--- src/rtl/acq_shift_pkg.sv ---
package acq_shift_pkg;

   typedef enum logic [1:0] {
      SH_ONE_LEFT  = 2'b00,
      SH_ONE_RIGHT = 2'b01,
      SH_TWO_LEFT  = 2'b10,
      SH_TWO_RIGHT = 2'b11
   } shift_op_e;

   function automatic logic op_is_double(input shift_op_e o);
      return o[1];
   endfunction

   function automatic logic op_is_right(input shift_op_e o);
      return o[0];
   endfunction

endpackage

--- src/rtl/acq_shift_core.sv ---
module acq_shift_core
   import acq_shift_pkg::*;
#(
   parameter int W     = 16,
   parameter int AMT_W = 4
) (
   input  shift_op_e        op_i,
   input  logic [AMT_W-1:0] amt_i,
   input  logic [W-1:0]     acc_i,
   input  logic [W-1:0]     quo_i,
   output logic [W-1:0]     acc_o,
   output logic [W-1:0]     quo_o
);
   localparam int VW = 2 * W;

   logic [VW-1:0] stg [AMT_W+1];
   logic          dbl;
   logic          rgt;
   logic          fill;

   assign dbl    = op_is_double(op_i);
   assign rgt    = op_is_right(op_i);
   // single ops place the accumulator on top with an empty lower half
   assign stg[0] = dbl ? {acc_i, quo_i} : {acc_i, {W{1'b0}}};
   assign fill   = rgt & acc_i[W-1];

   for (genvar s = 0; s < AMT_W; s++) begin : g_stage
      localparam int SH = 1 << s;
      logic [VW-1:0] moved;
      always_comb begin
         if (rgt) moved = {{SH{fill}}, stg[s][VW-1:SH]};
         else     moved = {stg[s][VW-1-SH:0], {SH{1'b0}}};
      end
      assign stg[s+1] = amt_i[s] ? moved : stg[s];
   end

   assign acc_o = stg[AMT_W][VW-1:W];
   assign quo_o = dbl ? stg[AMT_W][W-1:0] : quo_i;

endmodule

--- src/rtl/acq_shift_seq.sv ---
module acq_shift_seq #(
   parameter int CNT_W        = 4,
   parameter bit SINGLE_CYCLE = 1'b0
) (
   input  logic             clk,
   input  logic             rst,
   input  logic             start,
   input  logic             load,
   input  logic [CNT_W-1:0] cnt_in,
   output logic             accept,
   output logic             busy,
   output logic             step_en,
   output logic             done,
   output logic [CNT_W-1:0] rem
);

   if (SINGLE_CYCLE) begin : g_flat
      assign accept  = start & ~load;
      assign busy    = 1'b0;
      assign step_en = 1'b0;
      assign rem     = '0;
      logic unused_cnt;
      assign unused_cnt = ^cnt_in;
      always_ff @(posedge clk) begin
         if (rst) done <= 1'b0;
         else     done <= accept;
      end
   end else begin : g_iter
      logic             busy_q;
      logic [CNT_W-1:0] rem_q;
      assign accept  = start & ~load & ~busy_q;
      assign busy    = busy_q;
      assign step_en = busy_q & (rem_q != '0);
      assign rem     = rem_q;
      always_ff @(posedge clk) begin
         if (rst) begin
            busy_q <= 1'b0;
            rem_q  <= '0;
            done   <= 1'b0;
         end else begin
            done <= 1'b0;
            if (accept) begin
               busy_q <= 1'b1;
               rem_q  <= cnt_in;
            end else if (step_en) begin
               rem_q <= rem_q - 1'b1;
            end else if (busy_q) begin
               busy_q <= 1'b0;
               done   <= 1'b1;
            end
         end
      end
   end

endmodule

--- src/rtl/acq_shift_unit.sv ---
module acq_shift_unit
   import acq_shift_pkg::*;
#(
   parameter int WORD_W       = 16,
   parameter int CNT_W        = 4,
   parameter bit SINGLE_CYCLE = 1'b0
) (
   input  logic              clk,
   input  logic              rst,
   input  logic              load,
   input  logic [WORD_W-1:0] load_acc,
   input  logic [WORD_W-1:0] load_quo,
   input  logic              start,
   input  logic [1:0]        op,
   input  logic [CNT_W-1:0]  count,
   output logic              done,
   output logic [WORD_W-1:0] acc_out,
   output logic [WORD_W-1:0] quo_out
);
   localparam int MAX_SHIFT = (1 << CNT_W) - 1;

   initial begin
      assert (WORD_W >= 2) else $error("WORD_W must be at least 2");
      assert (CNT_W >= 1) else $error("CNT_W must be at least 1");
      assert (MAX_SHIFT < WORD_W) else $error("count range exceeds word width");
   end

   logic              accept;
   logic              busy;
   logic              step_en;
   logic [CNT_W-1:0]  rem;
   shift_op_e         op_q;
   shift_op_e         core_op;
   logic [CNT_W-1:0]  core_amt;
   logic [WORD_W-1:0] acc_r;
   logic [WORD_W-1:0] quo_r;
   logic [WORD_W-1:0] acc_nx;
   logic [WORD_W-1:0] quo_nx;
   logic              commit;

   acq_shift_seq #(
      .CNT_W       (CNT_W),
      .SINGLE_CYCLE(SINGLE_CYCLE)
   ) u_seq (
      .clk    (clk),
      .rst    (rst),
      .start  (start),
      .load   (load),
      .cnt_in (count),
      .accept (accept),
      .busy   (busy),
      .step_en(step_en),
      .done   (done),
      .rem    (rem)
   );

   if (SINGLE_CYCLE) begin : g_amt_full
      assign core_op  = shift_op_e'(op);
      assign core_amt = count;
      assign commit   = accept;
   end else begin : g_amt_unit
      assign core_op  = op_q;
      assign core_amt = CNT_W'(1);
      assign commit   = step_en;
   end

   acq_shift_core #(
      .W    (WORD_W),
      .AMT_W(CNT_W)
   ) u_core (
      .op_i (core_op),
      .amt_i(core_amt),
      .acc_i(acc_r),
      .quo_i(quo_r),
      .acc_o(acc_nx),
      .quo_o(quo_nx)
   );

   always_ff @(posedge clk) begin
      if (rst) begin
         acc_r <= '0;
         quo_r <= '0;
         op_q  <= SH_ONE_LEFT;
      end else begin
         if (accept) op_q <= shift_op_e'(op);
         if (load && !busy) begin
            acc_r <= load_acc;
            quo_r <= load_quo;
         end else if (commit) begin
            acc_r <= acc_nx;
            quo_r <= quo_nx;
         end
      end
   end

   assign acc_out = acc_r;
   assign quo_out = quo_r;

endmodule

--- config.mk ---
export PLATFORM = sky130hd
export DESIGN_NAME = acq_shift_unit
export DESIGN_NICKNAME = d
export VERILOG_FILES = /design/src/rtl/acq_shift_pkg.sv /design/src/rtl/acq_shift_core.sv /design/src/rtl/acq_shift_seq.sv /design/src/rtl/acq_shift_unit.sv
export SDC_FILE = /design/constraint.sdc
export NUM_CORES = 1
export LEC_CHECK = 0
export BUFFER_PORTS_ARGS = -buffer_cell sky130_fd_sc_hd__buf_2
export CAP_MARGIN = 20
export CELL_PAD_IN_SITES_DETAIL_PLACEMENT = 0
export CELL_PAD_IN_SITES_GLOBAL_PLACEMENT = 2
export CORE_ASPECT_RATIO = 1.4
export CORE_MARGIN = 2
export CORE_UTILIZATION = 30
export CTS_BUF_LIST = sky130_fd_sc_hd__clkbuf_16
export CTS_CLUSTER_DIAMETER = 30
export DETAILED_ROUTE_END_ITERATION = 8
export PLACE_DENSITY_LB_ADDON = 0.1
export SLEW_MARGIN = 30
export SYNTH_ARGS = -nofsm -noshare
export SYNTH_HDL_FRONTEND = slang
export SYNTH_SLANG_ARGS = --single-unit
--- constraint.sdc ---
create_clock -name clk -period 2 [get_ports clk]
set_clock_uncertainty 0.2 [all_clocks]
set_input_delay 0.2 -clock clk [delete_from_list [all_inputs] [get_ports clk]]
set_output_delay 0.2 -clock clk [all_outputs]
set_load 0.02 [all_outputs]
# After elaboration in Yosys (flattened, before gate mapping)
# Cells that the tools add are included.
# classes
n_eq_ne	1
n_bitwise	6
n_addsub	1
n_mux	12
n_reduce_logical	8
# ops
operator	count
$mux 16	6
$mux 32	1
$mux 4	2
$reduce_bool 2->1	3
$and 1x1->1	4
$reduce_bool 4->1	1
$sub 4x1->4 const B	1
$mux 1	3
$reduce_or 3->1	1
$ne 2x2->1 const B	1
$not 1->1	2
$reduce_and 2->1	1
$logic_and 1x1->1	1
$logic_not 1->1	1
# totals
inputBits	42
regBits	40

# Depth between registers and ports, before layout
# Gate-level depths: netlist of the first run.
# depth
word_depth	5
mapped_depth	8
depth_no_buf	5

# By module
# A second synthesis of the first run with hierarchy kept.
# unflattened
cells_unflattened	770
area_unflattened_um2	6095.8
# modules_own_cells
module	area_per_inst_um2	instances	cells_each	seq_area_each_um2
acq_shift_core	4091.4	1	577	0.0
acq_shift_unit	1669.1	1	155	680.7
acq_shift_seq	335.3	1	38	120.1

# Least setup slack after synthesis of the first run
# Ideal clock, no wire load.
# synth_path
kind	reg2reg
startpoint	reg u_seq.g_iter.rem_q[0] (netlist: u_seq.rem[0])
endpoint	reg u_seq.g_iter.busy_q (netlist: u_seq.busy)
arrival_time_ns	1.455
t_required_ns	1.672
path_stages_with_launch	8
path_slack_ns	0.217
setup_ns	0.128
path_buffers	2
path_cell_list	dfxtp_1 -> inv_1 -> ha_1 -> or3b_1 -> buf_2 -> buf_1 -> a21oi_1 -> nor2_1
# synth_via
elab_chain_cells	3
# synth_lines
element	line_no	rtl
from (decl)	acq_shift_seq.sv:30	logic [CNT_W-1:0] rem_q;
from (signal assigned)	acq_shift_seq.sv:44	rem_q <= cnt_in;
from (signal assigned)	acq_shift_seq.sv:46	rem_q <= rem_q - 1'b1;
$reduce_bool 4->1	acq_shift_seq.sv:33	assign step_en = busy_q & (rem_q != '0);
$and 1x1->1	acq_shift_seq.sv:33	
$ne 2x2->1 (no source line)	-	
to (signal assigned)	acq_shift_seq.sv:37	busy_q <= 1'b0;
to (signal assigned)	acq_shift_seq.sv:43	busy_q <= 1'b1;
to (signal assigned)	acq_shift_seq.sv:48	busy_q <= 1'b0;
to (decl)	acq_shift_seq.sv:29	logic busy_q;
# No other way between the ends.
# A chain may end at the register's enable or synchronous reset.

# Worst setup path after layout of the first run
# Same ends and word-level chain as after synthesis.

==> results of run 1 <==
layout by cell type (no fill, tap or decap), types with 5 or more instances in the layout:
master,count
buf_4,16
dfxtp_1,40
a21oi_1,35
a22oi_1,15
inv_1,6
buf_2,74
a311oi_1,6
mux2_2,43
dlygate4sd3_1,11
clkbuf_16,5
nand3_1,31
nand2_1,23
a311oi_2,10
worst max-delay path by stage:
stage	start	end	slack (ns)
floorplan	u_seq.rem[0]	u_seq.busy	0.22
global placement	u_seq.rem[0]	u_seq.busy	0.17
detailed placement	u_seq.rem[0]	flip-flop	0.17
CTS	u_seq.rem[0]	flip-flop	0.16
global route	u_seq.rem[0]	flip-flop	0.003
finish	u_seq.rem[0]	u_seq.busy	0.16
synthesized netlist by cell type (6+ instances only):
master | n | area share (%)
a21oi_1 | 35 | 7.1
a22oi_1 | 15 | 4.6
a311oi_1 | 6 | 2.1
a311oi_2 | 10 | 6.1
buf_2 | 15 | 3.0
clkbuf_1 | 8 | 1.2
dfxtp_1 | 40 | 32
inv_1 | 6 | 0.91
mux2_2 | 43 | 20
nand2_1 | 23 | 3.5
nand3_1 | 31 | 6.3
worst reg2reg max path: cells and delay by family (launching register included):
family	cells	cell delay, ns
adder cells (fa/ha/maj)	1	0.24
AO/OA/AOI/OAI	1	0.15
flip-flops	1	0.33
buffers and inverters	2	0.30
AND/OR/NAND/NOR	2	0.52
layer usage:
layer	up-vias	wire (um)
met2	54	4000
met1	1137	3290
met4	0	106
met3	7	285
met5	-	0
li1	1189	-
kinds of logic after synthesis:
| kind of cell | Yosys count | synth area share, % |
|---|---|---|
| flops | 40 | 32.4 |
| mux | 45 | 20.6 |
| fa+ha+maj | 1 | 0.505 |
| simple gates | 79 | 16.8 |
| compound gates | 74 | 22.4 |
| buf+inv | 36 | 7.28 |
power groups by stage:
stage	registers, mW	clock network [mW]	logic (mW)
2_1_floorplan	1.01	0	0.373
3_3_place_gp	0.967	0	0.631
3_5_place_dp	0.967	0	0.634
4_1_cts	0.949	0.822	0.653
5_1_grt	0.961	0.839	0.710
6_report	0.948	0.793	0.644
sequential cells by signal, summed over array words and instances, names as in the netlist, named ones only:
signal and cells:
quo_out 16, acc_out 15, u_seq.rem 4, core_op 2, u_seq.busy 1, u_seq.done 1
what timing repair did:
action / in CTS / in global routing
resized for setup: 0 / 1
endpoints found under the hold margin: 11 / 0
hold buffers: 11 / 0
setup endpoints to repair: 0 / 1
metrics by stage:
stage                     util (%)  area (um^2)  worst slack [ns]  hold slack (ns)  instances
final                         39.6         3210             0.162          0.00121        457
after detailed placement      36.5         2960             0.169            0.261        438
after global placement        36.5         2960             0.165            0.258        438
after floorplan                  -         2470             0.217            0.136        275
after CTS                     39.6         3200             0.158        0.0000872        457
after global routing          39.6         3210           0.00310           0.0202        457
cell type report:
cell class / count / area (um^2) / share of cell area [%]
clock buffer: 5 / 125 / 3.90
clock inverter: 3 / 13.8 / 0.429
inverter: 6 / 22.5 / 0.701
multi-input combinational: 199 / 1500 / 46.7
sequential: 40 / 801 / 24.9
tap: 102 / 128 / 3.98
timing repair buffer: 102 / 621 / 19.3
==> key figures, run 1 <==
Setup path
  – CP bufs+invs: 2
  – CP Class: reg -> reg
  – CP endpoint kind: flip-flop
  – Crit-path slowest cell: or3b_1
  – Setup crit start kind: flip-flop
  – R2r setup slk: 0.16 ns
  – Crit. path cell count: 6
  – Reg-to-reg startpoint: u_seq.rem[0]
  – Crit path max fanout: 10
  – Worst Reg-to-Reg Cells: 6
  – Worst EP required: 1.98 ns
  – Reg-to-reg critical path endpoint: u_seq.busy
  – Worst-path cell chain: inv_1, ha_1, or3b_1, buf_4, a21oi_1, nor2_1
  – CP peak stage delay: 0.47 ns
  – Cell family with most CP delay: simple AND/OR/NAND/NOR gates
  – WP data arrival: 1.82 ns

Route
  – DRC: 0
  – WL/cell: 16.8 um
  – First-pass detailed-route iteration total: 4
  – WL final: 7680 um
  – Vias: 2,387
  – Via density: 5.22
  – Initial DRC count: 53
  – Routed Antenna Nets: 0

Clocking
  – Worst skew pair latency: 0.29 ns
  – Clock Tree Root: clkbuf_16
  – CTS Buf Count: 5
  – Clk pin slew, worst setup/hold paths: 0.06 ns
  – H-tree depth: 2
  – Clock buffer depth: 2
  – CTS tree: built
  – Clock Sinks: 40
  – # Post-CTS Setup Buffers: 0

Global route
  – Met3 Track Usage GR: 2.51%
  – First-pass GRT wire length: 12,600 um
  – GR peak layer: met2
  – Largest net degree at the start of global routing: 29
  – GR met1 Demand/Resource: 22.1%
  – Initial antenna violation count: 0
  – Met2 GRT Util: 31.0%
  – Vias in the first global route: 2,426
  – GRT Util Overall: 17.7%
  – GRT overflow: 0

Power
  – Peak VDD IR: 0.327 mV
  – Combinational power share: 27.0%
  – Sequential power share: 39.7%
  – Overall Power: 2.39 mW
  – Int Pwr: 1.62 mW
  – Pleak: 1.33 nW
  – Sw Ratio: 32.3%
  – Net switching power: 0.770 mW
  – Power per cell area: 743 nW/um^2
  – Clk network pwr share: 33.3%

Worst hold path
  – Worst hold start: load_quo[10]
  – Hold Path Class: in -> reg
  – Worst Hold Path EP: quo_out[10]
  – Hold-critical path depth: 3

Finish
  – Nets@finish: 397
  – Area delta synth->final: 29.7%
  – Fraction of layout cells with a size suffix above 1: 43.7%
  – FILL cells: 895
  – Antenna diodes: 0

Timing
  – Tightest Pin Transition: 0.357 ns
  – Slew HR: 76.2%
  – Slew Viols, Final: 0
  – Final setup TNS: 0 ns
  – Fmax: 544 MHz
  – Final period util: 91.9%
  – Final setup vio count: 0
  – RSZ-0062 raised after global routing: no
  – Final hold vios: 0
  – Min Tclk post-route: 1.84 ns

Placed design
  – Routability Congestion: 0.731
  – Detail Placement HPWL: 5340 um
  – Port bufs: 74

Die
  – Die X: 80.8 um
  – Std cell rows: 39
  – Starting Density: 30.6%
  – Core area: 8100 um^2
  – I/O pin cnt: 75
  – Area of the die: 9000 um^2
  – Die height: 111 um

Synthesis
  – Cell area after synthesis: 2470 um^2
  – Ys Warns: 0
  – Synthesized Nets: 318
  – Seq/Total Area, Yosys: 32.4%
  – Fraction of registers with async set/reset: 0%
  – Synth Area per Inst: 9.00 um^2
  – Synth unique cells: 39
  – Cells after Synth: 275
  – Main synth FF type: dfxtp_1
  – EDFF count, synth: 0
  – Flops & latches, synth: 40

Status
  – Status: finished clean

Job
  – MaxCap Viol Count: 0
Power figures use the tool's default switching activity.
==> run 2: changes to the inputs <==
--- a/config.mk
+++ b/config.mk
@@ -12,7 +12,6 @@
 export CORE_ASPECT_RATIO = 1.4
 export CORE_MARGIN = 2
 export CORE_UTILIZATION = 30
-export CTS_BUF_LIST = sky130_fd_sc_hd__clkbuf_16
 export CTS_CLUSTER_DIAMETER = 30
 export DETAILED_ROUTE_END_ITERATION = 8
 export PLACE_DENSITY_LB_ADDON = 0.1
==> run 2 against run 1 <==
Design area increased by 0.31%; largest power group unchanged; highest routed layer unchanged; combinational power about the same; clock power rose by 5.0%; fmax grew 0.12%; utilization grew 0.12 points; power up 1.6%; critical path depth is the same; hold slack barely moved; non-clock buffer count unchanged.
==> key figures, run 2 (synthesis gave the netlist of run 1 again) <==
Setup path
  – Worst EP required: 1.98 ns (about the same)
  – R2r setup slk: 0.16 ns (about the same)
  – CP bufs+invs: 2 (unchanged)
  – CP peak stage delay: 0.47 ns (about the same)
  – Worst setup path endpoint: u_seq.busy
  – CP endpoint kind: flip-flop
  – Worst-path cell chain: inv_1, ha_1, or3b_1, buf_4, a21oi_1, nor2_1
  – Crit. path cell count: 6 (unchanged)
  – Worst Reg-to-Reg Cells: 6 (unchanged)
  – Crit-path slowest cell: or3b_1
  – CP Class: reg -> reg
  – Reg-to-reg critical path endpoint: u_seq.busy
  – Reg-to-reg startpoint: u_seq.rem[0]
  – Crit path max fanout: 10 (unchanged)
  – WP data arrival: 1.81 ns (about the same)
  – Cell family with most CP delay: simple AND/OR/NAND/NOR gates
  – Setup crit start kind: flip-flop
  – Critical path origin: u_seq.rem[0]

Timing
  – RSZ-0062 raised after global routing: no
  – Slew Viols, Final: 0 (unchanged)
  – Final hold vios: 0 (unchanged)
  – Final period util: 91.8% (-0.11 points)
  – Min Tclk post-route: 1.84 ns (-0.00227 ns)
  – Fmax: 545 MHz (+0.12%)
  – Tightest Pin Transition: 0.357 ns (-0.00000143 ns)
  – Setup ws final: 0.165 ns (+0.00227 ns)
  – Final setup vio count: 0 (unchanged)
  – Final setup TNS: 0 ns (unchanged)
  – Slew HR: 76.2% (about the same)
  – Minimum hold slack: 0.00169 ns (+0.000479 ns)

Job
  – MaxCap Viol Count: 0 (unchanged)

Route
  – First-pass detailed-route iteration total: 4 (unchanged)
  – Via density: 5.22 (unchanged)
  – WL/cell: 16.8 um (about the same)
  – Vias: 2,387 (unchanged)
  – DRC: 0 (unchanged)
  – WL final: 7680 um (about the same)
  – Initial DRC count: 47 (-11%)
  – Routed Antenna Nets: 0 (unchanged)

Clocking
  – Clock Sinks: 40 (unchanged)
  – CTS tree: built
  – Clk pin slew, worst setup/hold paths: 0.06 ns (about the same)
  – # Post-CTS Setup Buffers: 0 (unchanged)
  – Clock buffer depth: 2 (unchanged)
  – Worst skew pair latency: 0.29 ns (about the same)
  – H-tree depth: 2 (unchanged)
  – Clock Tree Root: clkbuf_16
  – CTS Buf Count: 5 (unchanged)

Finish
  – Antenna diodes: 0 (unchanged)
  – Register area: 801 um^2 (unchanged)
  – FILL cells: 895 (unchanged)
  – Fraction of layout cells with a size suffix above 1: 43.9% (+0.28 points)
  – Largest register FFs: 16 (unchanged)
  – Most common cell after layout, fill and taps aside: buf_2
  – Nets@finish: 397 (unchanged)
  – Final core utilization: 39.8% (+0.12 points)
  – Area taken by multi-input logic gates: 1500 um^2 (unchanged)
  – Most frequent cells in the layout: buf_2, mux2_2, dfxtp_1, a21oi_1, nand3_1
  – Area delta synth->final: 30.1%

Power
  – Peak VDD IR: 0.326 mV (-0.36%)
  – Sw Ratio: 31.8% (-0.50 points)
  – Int Pwr: 1.65 mW (+2.4%)
  – Combinational power share: 26.6% (-0.4 points)
  – Power per cell area: 753 nW/um^2 (+1.3%)
  – Sequential power share: 39.1% (-0.6 points)
  – Pleak: 1.34 nW (+0.42%)
  – Net switching power: 0.771 mW (about the same)
  – Overall Power: 2.42 mW (+1.6%)
  – Clk network pwr share: 34.3% (+1.0 points)

Worst hold path
  – Hold Path Class: in -> reg
  – Worst hold start: load_quo[10]

Die
  – Core area: 8100 um^2 (unchanged)
  – Die X: 80.8 um (unchanged)
  – Std cell rows: 39 (unchanged)
  – Starting Density: 30.6% (unchanged)
  – Die height: 111 um (unchanged)
  – I/O pin cnt: 75 (unchanged)
  – Area of the die: 9000 um^2 (unchanged)

Placed design
  – Port bufs: 74 (unchanged)
  – Detail Placement HPWL: 5340 um (unchanged)
  – Pre-CTS WS: 0.169 ns (unchanged)
  – Routability Congestion: 0.731 (unchanged)

Global route
  – First-pass GRT wire length: 12,600 um (+0.16%)
  – Largest net degree at the start of global routing: 29 (unchanged)
  – Initial antenna violation count: 0 (unchanged)
  – GRT Util Overall: 17.7% (about the same)
  – GRT overflow: 0 (unchanged)
  – Vias in the first global route: 2,425 (-0.041%)

Status
  – Status: finished clean
## run 2: worst min path at each step
stage	cells past startpoint	to	slack [ns]
2_1_floorplan	2	core_op[0]	0.14
3_3_place_gp	3	core_op[0]	0.26
3_5_place_dp	3	core_op[0]	0.26
4_1_cts	3	quo_out[10]	0.00009
5_1_grt	3	quo_out[9]	0.02
6_report	3	quo_out[10]	0.002
## run 2: worst min-delay path, delay by kind of cell
| family | cells | cell delay, ns |
|---|---|---|
| buffers and inverters | 1 | 0.09 |
| and+or+nand+nor | 1 | 0.06 |
| AOI/OAI and AO/OA | 1 | 0.08 |
## run 2: power groups by stage
| stage | Sequential [mW] | Clock (mW) | Combinational, mW |
|---|---|---|---|
| 3_5_place_dp | 0.967 | 0 | 0.634 |
| 2_1_floorplan | 1.01 | 0 | 0.373 |
| 5_1_grt | 0.961 | 0.880 | 0.710 |
| 3_3_place_gp | 0.967 | 0 | 0.631 |
| 6_report | 0.948 | 0.833 | 0.644 |
| 4_1_cts | 0.949 | 0.862 | 0.653 |
## run 2: what timing repair did
item | in CTS | in global routing
endpoints found under the hold margin | 11 | 0
resized for setup | 0 | 1
hold buffers | 11 | 0
setup endpoints to repair | 0 | 1
## run 2: final cells by class
class / instances / share of cell area (%)
multi-input cells: 199 / 46.6
well taps: 102 / 3.96
inverters: 6 / 0.699
repair buffers: 102 / 19.3
clock buffers: 6 / 4.31
clock inverters: 2 / 0.311
flip-flops and latches: 40 / 24.9
## run 2: metal layers
layer | share of wire, % | GRT usage [%]
met5 | 0 | 0
met3 | 3.9 | 2.51
met2 | 52 | 31.1
met4 | 1.4 | 5.08
met1 | 43 | 22.0
## run 2: stage by stage
step / cells / area [um^2]
after floorplan: 275 / 2470
after global placement: 438 / 2960
after detailed placement: 438 / 2960
after CTS: 457 / 3210
after global routing: 457 / 3220
final: 457 / 3220
==> run 3: changes to the inputs <==
--- a/config.mk
+++ b/config.mk
@@ -15,6 +15,7 @@
 export CTS_CLUSTER_DIAMETER = 30
 export DETAILED_ROUTE_END_ITERATION = 8
 export PLACE_DENSITY_LB_ADDON = 0.1
+export REMOVE_ABC_BUFFERS = 1
 export SLEW_MARGIN = 30
 export SYNTH_ARGS = -nofsm -noshare
 export SYNTH_HDL_FRONTEND = slang
==> run 3 against run 2 <==
Worst setup slack got worse by 0.035 ns; design area about the same; critical path type unchanged; sequential share of layout area about the same; first-iteration DRC count increased by 51%; non-clock buffer count decreased by 1; utilization about the same; global-route usage decreased by 1.3 points; critical path depth unchanged; fmax decreased by 1.9%; die area unchanged.
==> key figures, run 3 (synthesis gave the netlist of run 1 again) <==
Timing
  – Fmax: 535 MHz (-1.9%)
  – Min Tclk post-route: 1.87 ns (+0.0355 ns)
  – Final hold vios: 0 (unchanged)
  – RSZ-0062 raised after global routing: no
  – Tightest Pin Transition: 0.556 ns (+0.199 ns)
  – Setup ws final: 0.129 ns (-0.0355 ns)
  – Slew HR: 62.9% (-13 points)
  – Final period util: 93.5% (+1.8 points)
  – Slew Viols, Final: 0 (unchanged)
  – Final setup vio count: 0 (unchanged)

Finish
  – Most common cell after layout, fill and taps aside: buf_2
  – Post-layout instance area: 3220 um^2 (about the same)
  – Largest register FFs: 16 (unchanged)
  – Area delta synth->final: 30.1% (about the same)
  – Antenna diodes: 0 (unchanged)
  – Fraction of layout cells with a size suffix above 1: 43.5% (-0.44 points)
  – Nets@finish: 396 (-0.25%)
  – Most frequent cells in the layout: buf_2, mux2_2, dfxtp_1, a21oi_1, nand3_1

Route
  – Initial DRC count: 71 (+51%)
  – Routed Antenna Nets: 0 (unchanged)
  – DRC: 0 (unchanged)
  – WL final: 7410 um (-3.5%)
  – WL/cell: 16.3 um (-3.3%)
  – Via density: 5.24 (+0.26%)
  – Vias: 2,388 (+0.042%)
  – First-pass detailed-route iteration total: 4 (unchanged)

Global route
  – GRT overflow: 0 (unchanged)
  – Largest net degree at the start of global routing: 30 (+3.4%)
  – Initial antenna violation count: 0 (unchanged)
  – First-pass GRT wire length: 11,700 um (-7.3%)
  – Vias in the first global route: 2,261 (-6.8%)
  – GRT Util Overall: 16.3% (-1.3 points)

Worst hold path
  – Worst Hold Path EP: quo_out[4]
  – Hold-critical path depth: 3 (unchanged)
  – Hold Path Class: in -> reg
  – Worst hold start: load_quo[4]

Die
  – Starting Density: 30.6% (unchanged)
  – Std cell rows: 39 (unchanged)
  – Die height: 111 um (unchanged)
  – I/O pin cnt: 75 (unchanged)
  – Die X: 80.8 um (unchanged)
  – Core area: 8100 um^2 (unchanged)
  – Area of the die: 9000 um^2 (unchanged)

Setup path
  – Worst EP required: 1.94 ns (-0.04 ns)
  – Worst Reg-to-Reg Cells: 6 (unchanged)
  – CP bufs+invs: 2 (unchanged)
  – CP peak stage delay: 0.46 ns (about the same)
  – CP Class: reg -> reg
  – Setup crit start kind: flip-flop
  – WP data arrival: 1.81 ns (about the same)
  – R2r setup slk: 0.13 ns (-0.04 ns)
  – Worst-path cell chain: inv_1, ha_1, or3b_1, buf_4, nand3_1, a21oi_1
  – CP endpoint kind: flip-flop
  – Reg-to-reg startpoint: u_seq.rem[0]
  – Reg-to-reg critical path endpoint: acc_out[6]
  – Crit-path slowest cell: or3b_1
  – Cell family with most CP delay: simple AND/OR/NAND/NOR gates
  – Crit path max fanout: 15 (+5)

Power
  – Power per cell area: 745 nW/um^2 (-1.1%)
  – Peak VDD IR: 0.382 mV (+17%)
  – Pleak: 1.33 nW (-0.46%)

Job
  – MaxCap Viol Count: 0 (unchanged)

Placed design
  – Port bufs: 74 (unchanged)
  – Routability Congestion: 0.785 (+7.4%)
  – Detail Placement HPWL: 5140 um (-3.8%)
  – Pre-CTS WS: 0.110 ns (-0.0595 ns)
  – Cell Area, Placed: 2970 um^2 (+0.42%)

Clocking
  – H-tree depth: 2 (unchanged)
  – Clk pin slew, worst setup/hold paths: 0.06 ns (about the same)
  – CTS tree: built
  – Clock Sinks: 40 (unchanged)
  – CTS Buf Count: 5 (unchanged)
  – Clock buffer depth: 2 (unchanged)
  – Worst skew pair latency: 0.28 ns (about the same)
  – Clock Tree Root: clkbuf_16

Status
  – Status: finished clean
[run 3: cell count changes in the layout (fill, tap and decap cells not counted), sizes merged]
cell and change:
dlygate4sd3 -1, clkbuf +2, clkinv -2
[run 3: tightest hold or removal path: stages]
cell	delay, ns
buf_2	0.10
nand2_1	0.04
a311oi_1	0.09
[run 3: metrics by stage]
step	hold WS, ns	cells	util [%]	TNS, ns	total power, mW
after floorplan	0.0679	245	-	-0.588	1.33
after global placement	0.253	438	36.6	0	1.60
after detailed placement	0.253	438	36.6	0	1.60
after global routing	0.0132	456	39.7	0	2.53
after CTS	0.000212	456	39.7	0	2.44
final	0.00185	456	39.7	0	2.40
[run 3: per-layer routing]
metal | track usage (%) | part of all wire [%] | vias up | wire length, um
li1 | - | - | 1184 | -
met5 | 0 | 0 | - | 0
met4 | 3.95 | 0.76 | 0 | 56
met2 | 29.1 | 51 | 56 | 3750
met3 | 2.67 | 4.4 | 4 | 329
met1 | 20.2 | 44 | 1144 | 3280
[run 3: power breakdown]
group	internal, mW	switching, mW
Combinational	0.293	0.347
Clock	0.498	0.310
Sequential	0.867	0.0814
Total	1.66	0.739
[run 3: final cells by class]
| class | count | area [um^2] |
|---|---|---|
| timing repair buffer | 101 | 623 |
| fill | 869 | 4880 |
| sequential | 40 | 801 |
| inverter | 6 | 22.5 |
| tap | 102 | 128 |
| multi-input combinational | 199 | 1500 |
| clock buffer | 8 | 146 |
[run 3: worst max-delay path by stage]
stage	from	to	slack [ns]	depth (start not counted)
floorplan	u_seq.busy	quo_out[15]	-0.08	3
global placement	u_seq.rem[0]	flip-flop	0.09	6
detailed placement	u_seq.rem[0]	flip-flop	0.11	6
CTS	u_seq.rem[0]	flip-flop	0.1	6
global route	u_seq.rem[0]	flip-flop	0.04	5
finish	u_seq.rem[0]	acc_out[6]	0.13	6
[run 3: what timing repair did]
item / 4_1_cts / 5_1_grt
hold endpoints to repair: 10 / 0
hold buffers: 10 / 0
setup buffers: 0 / 0
resized for setup: 0 / 1
endpoints found under the setup margin: 0 / 1
